--- src/rtl/rpf_pkg.sv ---
package rpf_pkg;

    localparam int REG_AW     = 3;
    localparam int REG_DW     = 8;
    localparam int MODE_OFS   = 4;
    localparam int COUNT_OFS  = 5;
    localparam int MODE_BITS  = 3;
    localparam int COUNT_BITS = 5;

    localparam logic [REG_DW-1:0] MODE_MASK  = REG_DW'((1 << MODE_BITS) - 1);
    localparam logic [REG_DW-1:0] COUNT_MASK = REG_DW'((1 << COUNT_BITS) - 1);

    typedef struct packed {
        logic       stop_sel;
        logic [1:0] run_sel;
    } mode_t;

    typedef enum logic [1:0] {
        FSEL_NONE = 2'd0,
        FSEL_BUS  = 2'd1,
        FSEL_LP   = 2'd2
    } fsel_e;

    function automatic fsel_e pick_filter(input mode_t m, input logic in_stop);
        fsel_e f;
        if (in_stop) begin
            f = m.stop_sel ? FSEL_LP : FSEL_NONE;
        end else begin
            case (m.run_sel)
                2'b01:   f = FSEL_BUS;
                2'b10:   f = FSEL_LP;
                default: f = FSEL_NONE;
            endcase
        end
        return f;
    endfunction

endpackage

--- src/rtl/rpf_sync.sv ---
module rpf_sync #(
    parameter int STAGES = 2
) (
    input  logic clk,
    input  logic rst_n,
    input  logic d_i,
    output logic q_o
);
    logic [STAGES-1:0] stg_d, stg_q;

    assign stg_d[0] = d_i;
    generate
        for (genvar i = 1; i < STAGES; i++) begin : g_chain
            assign stg_d[i] = stg_q[i-1];
        end
    endgenerate

    always_ff @(posedge clk or negedge rst_n) begin
        if (!rst_n) stg_q <= '1;
        else        stg_q <= stg_d;
    end

    assign q_o = stg_q[STAGES-1];

    // the last stage carries the value held by the stage before it one clock earlier
    a_r3_sync_shift: assert property (@(posedge clk) disable iff (!rst_n)
        stg_q[STAGES-2] |=> stg_q[STAGES-1]);

endmodule

--- src/rtl/rpf_level_filter.sv ---
module rpf_level_filter #(
    parameter int CNT_W = 6
) (
    input  logic             clk,
    input  logic             rst_n,
    input  logic             step_i,
    input  logic             clr_i,
    input  logic             din_i,
    input  logic [CNT_W-1:0] limit_i,
    output logic             level_o
);
    typedef struct packed {
        logic             level;
        logic [CNT_W-1:0] cnt;
    } fstate_t;

    fstate_t st_d, st_q;
    logic    reached;

    always_comb begin
        st_d    = st_q;
        reached = ({1'b0, st_q.cnt} + 1'b1) >= {1'b0, limit_i};
        if (clr_i) begin
            st_d.level = 1'b1;
            st_d.cnt   = '0;
        end else if (step_i) begin
            if (din_i == st_q.level) begin
                st_d.cnt = '0;
            end else if (reached) begin
                st_d.level = din_i;
                st_d.cnt   = '0;
            end else begin
                st_d.cnt = st_q.cnt + 1'b1;
            end
        end
    end

    always_ff @(posedge clk or negedge rst_n) begin
        if (!rst_n) begin
            st_q.level <= 1'b1;
            st_q.cnt   <= '0;
        end else begin
            st_q <= st_d;
        end
    end

    assign level_o = st_q.level;

    // an agreeing sample never flips the accepted level
    a_r5_agree_holds: assert property (@(posedge clk) disable iff (!rst_n)
        (step_i && !clr_i && din_i == st_q.level) |=> $stable(st_q.level));

    // without a step or clear the accepted level is frozen
    a_r6_no_step_frozen: assert property (@(posedge clk) disable iff (!rst_n)
        (!step_i && !clr_i) |=> $stable(st_q.level));

    // a clear leaves the filter idle
    a_r8_clear_idle: assert property (@(posedge clk) disable iff (!rst_n)
        clr_i |=> (st_q.level && st_q.cnt == '0));

endmodule

--- src/rtl/rpf_regs.sv ---
module rpf_regs
    import rpf_pkg::*;
(
    input  logic              clk,
    input  logic              por_n,
    input  logic              wr_i,
    input  logic [REG_AW-1:0] addr_i,
    input  logic [REG_DW-1:0] wdata_i,
    output logic [REG_DW-1:0] rdata_o,
    output mode_t             mode_o,
    output logic [COUNT_BITS-1:0] count_o
);
    typedef struct packed {
        logic [REG_DW-1:0] mode;
        logic [REG_DW-1:0] count;
    } rstate_t;

    rstate_t st_d, st_q;

    always_comb begin
        st_d = st_q;
        if (wr_i && addr_i == REG_AW'(MODE_OFS))  st_d.mode  = wdata_i & MODE_MASK;
        if (wr_i && addr_i == REG_AW'(COUNT_OFS)) st_d.count = wdata_i & COUNT_MASK;
    end

    always_ff @(posedge clk or negedge por_n) begin
        if (!por_n) st_q <= '0;
        else        st_q <= st_d;
    end

    always_comb begin
        case (addr_i)
            REG_AW'(MODE_OFS):  rdata_o = st_q.mode;
            REG_AW'(COUNT_OFS): rdata_o = st_q.count;
            default:            rdata_o = '0;
        endcase
    end

    assign mode_o  = mode_t'(st_q.mode[MODE_BITS-1:0]);
    assign count_o = st_q.count[COUNT_BITS-1:0];

    // a mode write lands in the select fields on the next clock
    a_r2_mode_write: assert property (@(posedge clk) disable iff (!por_n)
        (wr_i && addr_i == REG_AW'(MODE_OFS)) |=> (mode_o == mode_t'($past(wdata_i[MODE_BITS-1:0]))));

endmodule

--- src/rtl/rpf_top.sv ---
module rpf_top
    import rpf_pkg::*;
#(
    parameter int SYNC_STAGES = 2,
    parameter int LP_COUNT    = 3
) (
    input  logic              clk,
    input  logic              por_n,
    input  logic              pin_n,
    input  logic              lp_tick,
    input  logic              stop_mode,
    input  logic              lls_mode,
    input  logic              reg_wr,
    input  logic [REG_AW-1:0] reg_addr,
    input  logic [REG_DW-1:0] reg_wdata,
    output logic [REG_DW-1:0] reg_rdata,
    output logic              pin_rst_req
);
    localparam int CNT_W = COUNT_BITS + 1;

    typedef struct packed {
        logic lls;
    } tstate_t;

    tstate_t                 st_d, st_q;
    mode_t                   mode;
    logic [COUNT_BITS-1:0]   count;
    logic                    pin_sync;
    fsel_e                   fsel;
    logic                    bus_clr, lp_clr;
    logic [CNT_W-1:0]        bus_limit;
    logic                    bus_level, lp_level;

    rpf_regs u_regs (
        .clk     (clk),
        .por_n   (por_n),
        .wr_i    (reg_wr),
        .addr_i  (reg_addr),
        .wdata_i (reg_wdata),
        .rdata_o (reg_rdata),
        .mode_o  (mode),
        .count_o (count)
    );

    rpf_sync #(.STAGES(SYNC_STAGES)) u_sync (
        .clk   (clk),
        .rst_n (por_n),
        .d_i   (pin_n),
        .q_o   (pin_sync)
    );

    always_comb begin
        st_d.lls  = lls_mode;
        fsel      = pick_filter(mode, stop_mode);
        bus_clr   = (fsel != FSEL_BUS);
        lp_clr    = (fsel != FSEL_LP) || (lls_mode && !st_q.lls);
        bus_limit = {1'b0, count} + 1'b1;
    end

    always_ff @(posedge clk or negedge por_n) begin
        if (!por_n) st_q <= '0;
        else        st_q <= st_d;
    end

    rpf_level_filter #(.CNT_W(CNT_W)) u_bus_filt (
        .clk     (clk),
        .rst_n   (por_n),
        .step_i  (1'b1),
        .clr_i   (bus_clr),
        .din_i   (pin_sync),
        .limit_i (bus_limit),
        .level_o (bus_level)
    );

    rpf_level_filter #(.CNT_W(CNT_W)) u_lp_filt (
        .clk     (clk),
        .rst_n   (por_n),
        .step_i  (lp_tick),
        .clr_i   (lp_clr),
        .din_i   (pin_sync),
        .limit_i (CNT_W'(LP_COUNT)),
        .level_o (lp_level)
    );

    always_comb begin
        case (fsel)
            FSEL_BUS: pin_rst_req = ~bus_level;
            FSEL_LP:  pin_rst_req = ~lp_level;
            default:  pin_rst_req = ~pin_sync;
        endcase
    end

    // in stop mode the bus-clock filter sits idle
    a_r7_bus_idle_in_stop: assert property (@(posedge clk) disable iff (!por_n)
        stop_mode |=> bus_level);

    // entering low-leakage stop leaves the slow filter idle
    a_r9_lls_entry_clears: assert property (@(posedge clk) disable iff (!por_n)
        (lls_mode && !st_q.lls) |=> lp_level);

endmodule

--- config.mk ---
export PLATFORM = sky130hd
export DESIGN_NAME = rpf_top
export DESIGN_NICKNAME = d
export VERILOG_FILES = /design/src/rtl/rpf_pkg.sv /design/src/rtl/rpf_sync.sv /design/src/rtl/rpf_level_filter.sv /design/src/rtl/rpf_regs.sv /design/src/rtl/rpf_top.sv
export SDC_FILE = /design/constraint.sdc
export NUM_CORES = 1
export LEC_CHECK = 0
export ABC_AREA = 1
export BUFFER_PORTS_ARGS = -buffer_cell sky130_fd_sc_hd__buf_2
export CAP_MARGIN = 20
export CORE_ASPECT_RATIO = 1.1
export CORE_MARGIN = 5
export CORE_UTILIZATION = 35
export CTS_CLUSTER_SIZE = 20
export DETAILED_ROUTE_END_ITERATION = 7
export HOLD_SLACK_MARGIN = 0.03
export PLACE_DENSITY_LB_ADDON = 0.25
export SLEW_MARGIN = 30
export SYNTH_ARGS = -nofsm -noshare
export SYNTH_HDL_FRONTEND = slang
export SYNTH_SLANG_ARGS = --single-unit
--- constraint.sdc ---
create_clock -name clk -period 2.1 [get_ports clk]
set_input_delay 0 -clock clk [delete_from_list [all_inputs] [get_ports clk]]
set_output_delay 0 -clock clk [all_outputs]
set_load 0.02 [all_outputs]
==> impl_results.md <==
* Outcome: finished clean
* P per Cell Area at 616.3 nW/um^2
* Clock transition at path regs at 90 ps
* CP Max Fanout at 7
* Row cnt at 25
* RSZ-0062 raised after global routing: no
* Tightest Pin Transition at 559.6 ps
* CP max stage cell: dfrtp_1
* CTS Buffer Depth at 2
* Residual DRC at 0
* Vias at between 1000 and 1500
* Initial antenna violation count at 0
* Worst clock skew at 1.618 ps
* Drt first pass iters at 4
* Core Util, Final at 0.4365
* Yosys cell types at 25
* Maximum vdd drop at 0.2786 mV
* Fin Hold WS at 107.8 ps
* Root Driver: clkbuf_8
* Crit path DAT at 2180 ps
* CP startpoint kind: flop
* CTS resizes at 0
* Post-layout minimum cycle time at 1965 ps
* CP peak stage delay at 410 ps
* Final-report hold violation count at 0
* YS warnings at 0
* Vias in the first global route at ~1300
* Crit path kind: reg2reg
* Fin Setup TNS at 0 ps
* Slew Viols, Final at 0
* Register area at 630.6 sq um
* H-tree depth at 1
* Clock sink total at 25
* Tot GR Track Use at 0.1157
* Largest cells by area after synthesis: dfrtp_1 (33%), nand2_1 (9.8%), ha_1 (9.6%)
* Critical Path End Type: flop
* CP Cell Sequence: ha_1 > nand2_1 > xor2_1 > inv_1 > ha_1 > a21o_1 > nand3_2 > nand2_1 > inv_2 > nand4_4 > nand2_1 > nand2_1
* Met2 usage at 0.1915
* Multi-input logic area at 770.7 sq um
* RePlAce Congestion at slightly above 0.8
* Most used cell, CP: nand2_1
* Peak Freq at 0.5088 GHz
* Cell taking the most area after synthesis: dfrtp_1
* Fillers at 454
* Setup violations, final at 0
* Clk_lat worst skew at roughly 270 ps
* Core area at 4317 sq um
* Share of cells above drive strength 1 at 0.1646
* Avg Inst Size Synth at 7.774 sq um
* Largest net degree at the start of global routing at 26
* Die W at around 74 um
* CTS tree: yes
* Sequential share of the synthesized area at 0.4016
* Leakage at 0.0009893 uW
* Post-detail-place hpwl at 2441 um
* Number of max-cap violations at 0
* Post-synthesis cell area at ~1600 sq um
* DR iter-0 viols at 33
* Post-synth top area share at 0.3347
* DR vias/cell at 4.361
* Number of I/O pins at 27
* First-pass GRT wire length at 5347 um
* Initial Util at 0.3638
* Final net count at 268
* Number of inserted diodes at 0
* Data required time of the critical path at 2310 ps
* Final ANT Viol Nets at 0
* Number of port buffers at 20
* Hold Crit Class: in2reg
* Drt wl/cell at 10.52 um
* Layout area overhead at 20.00%
* Register bit total from synthesis at 25
* Tcrit/Tclk final at 0.9358
* Met1 Use GR at 0.1490
* Routing usage on met3 at 0.01877
* GRT busiest layer: met2
* Die height at 80.25 um
* Total die area at just under 6000 sq um
* Num CTS Buffers at 3
* Drt total wl at roughly 3100 um
* Worst rel slew slack at 0.6269
* Total grt overflow at 0
* Cells after Synth at 202
-- critical path: cells and delay by family, from the launching register on --
kind	cells	cell delay, ps
AO/OA/AOI/OAI	1	190
XOR/XNOR	1	150
adder cells (fa/ha/maj)	2	560
buffers and inverters	2	130
flip-flops	1	410
AND/OR/NAND/NOR	6	480
-- Yosys cell counts --
cell type  number
nor3_1          7
xor2_1          6
nor2_2          1
nand4_4         1
o21ai_0        10
or2_2           1
dfstp_2         4
nor3b_1         1
xnor2_1         4
a21o_1          1
o22ai_1         2
buf_4           3
conb_1          1
inv_1          40
nor2_1         20
nand3_1         7
ha_1           12
a21oi_1         7
nand4_1         4
nand3b_1        3
nand2_1        41
inv_2           1
nand3_2         1
nand2_2         3
dfrtp_1        21
-- cell families (layout without fill, tap and decap cells) --
family / count (synthesis) / count (layout) / synth area share
and+or+nand+nor: 90 / 90 / 0.2653
buffers and inverters: 44 / 77 / 0.1123
DFF: 25 / 25 / 0.4016
AOI/OAI and AO/OA: 20 / 20 / 0.06693
adders and majority gates: 12 / 12 / 0.09561
xor gates and xnor gates: 10 / 10 / 0.05577
other: 1 / 3 / 0.002388
-- cell usage in the layout, fill, tap and decap left out, drive strengths merged --
cell	instances
nand2	44
inv	41
nor3b	1
clkbuf	3
o21ai	10
nor3	7
dfrtp	21
clkinvlp	1
dfstp	4
nand4	5
nor2	21
ha	12
a21oi	7
or2	1
a21o	1
nand3	8
o22ai	2
dlygate4sd3	9
xor2	6
nand3b	3
buf	23
xnor2	4
conb	3
-- flip-flops by register name, summed over array words and instances, names as in the netlist --
| signal | count |
|---|---|
| u_bus_filt.level_o | 1 |
| u_lp_filt.st_q | 6 |
| u_regs.count_o | 5 |
| st_q | 1 |
| u_lp_filt.level_o | 1 |
| u_bus_filt.st_q | 6 |
| u_regs.mode_o | 3 |
| u_sync.stg_q | 2 |
-- metrics by stage --
step                      worst slack, ps  instance area (sq um)  cells  power [uW]
after floorplan                     222.3                   1578    204       774.7
after global placement              147.9                   1745    278       865.5
after detailed placement            140.2                   1745    278       867.4
after CTS                           122.0                   1884    291        1176
after global routing                9.662                   1884    291        1251
final                               134.7                   1884    291        1161
-- timing repair --
item / 4_1_cts / 5_1_grt
hold buffers: 9 / 0
buffers inserted: 0 / 0
hold endpoints to repair: 34 / 0
-- final cells by class --
class	count	area share
inverter	41	0.08167
sequential	25	0.3347
clock buffer	3	0.02191
clock inverter	1	0.003984
timing repair buffer	32	0.1129
tap	54	0.03586
multi-input combinational	135	0.4090
-- layer usage --
metal  vias up  part of all wire
met4         0             0.013
li1        693                 -
met5         -                 0
met2        19              0.47
met3         2             0.033
met1       555              0.48
-- power by group --
group          total (uW)  leakage [uW]  switching [uW]  internal, uW
registers             549      0.000318            27.2           522
logic                 319      0.000650             188           131
clock network         293     0.0000217             159           134
-- final timing paths --
path | start | endpoint | slack, ps | cells past startpoint
worst max register to register | u_bus_filt.st_q[1] | u_bus_filt.level_o | 130 | 12
worst min-delay path | reg_wr | u_regs.count_o[3] | 110 | 3
max in group asynchronous | por_n | u_lp_filt.level_o | 1460 | 2
worst max-delay path | u_bus_filt.st_q[1] | u_bus_filt.level_o | 130 | 12
worst min register to register | u_sync.stg_q[0] | u_sync.stg_q[1] | 360 | 0
min in group asynchronous | por_n | u_regs.count_o[2] | 260 | 2
No activity file was read; power rests on OpenSTA's default activity.
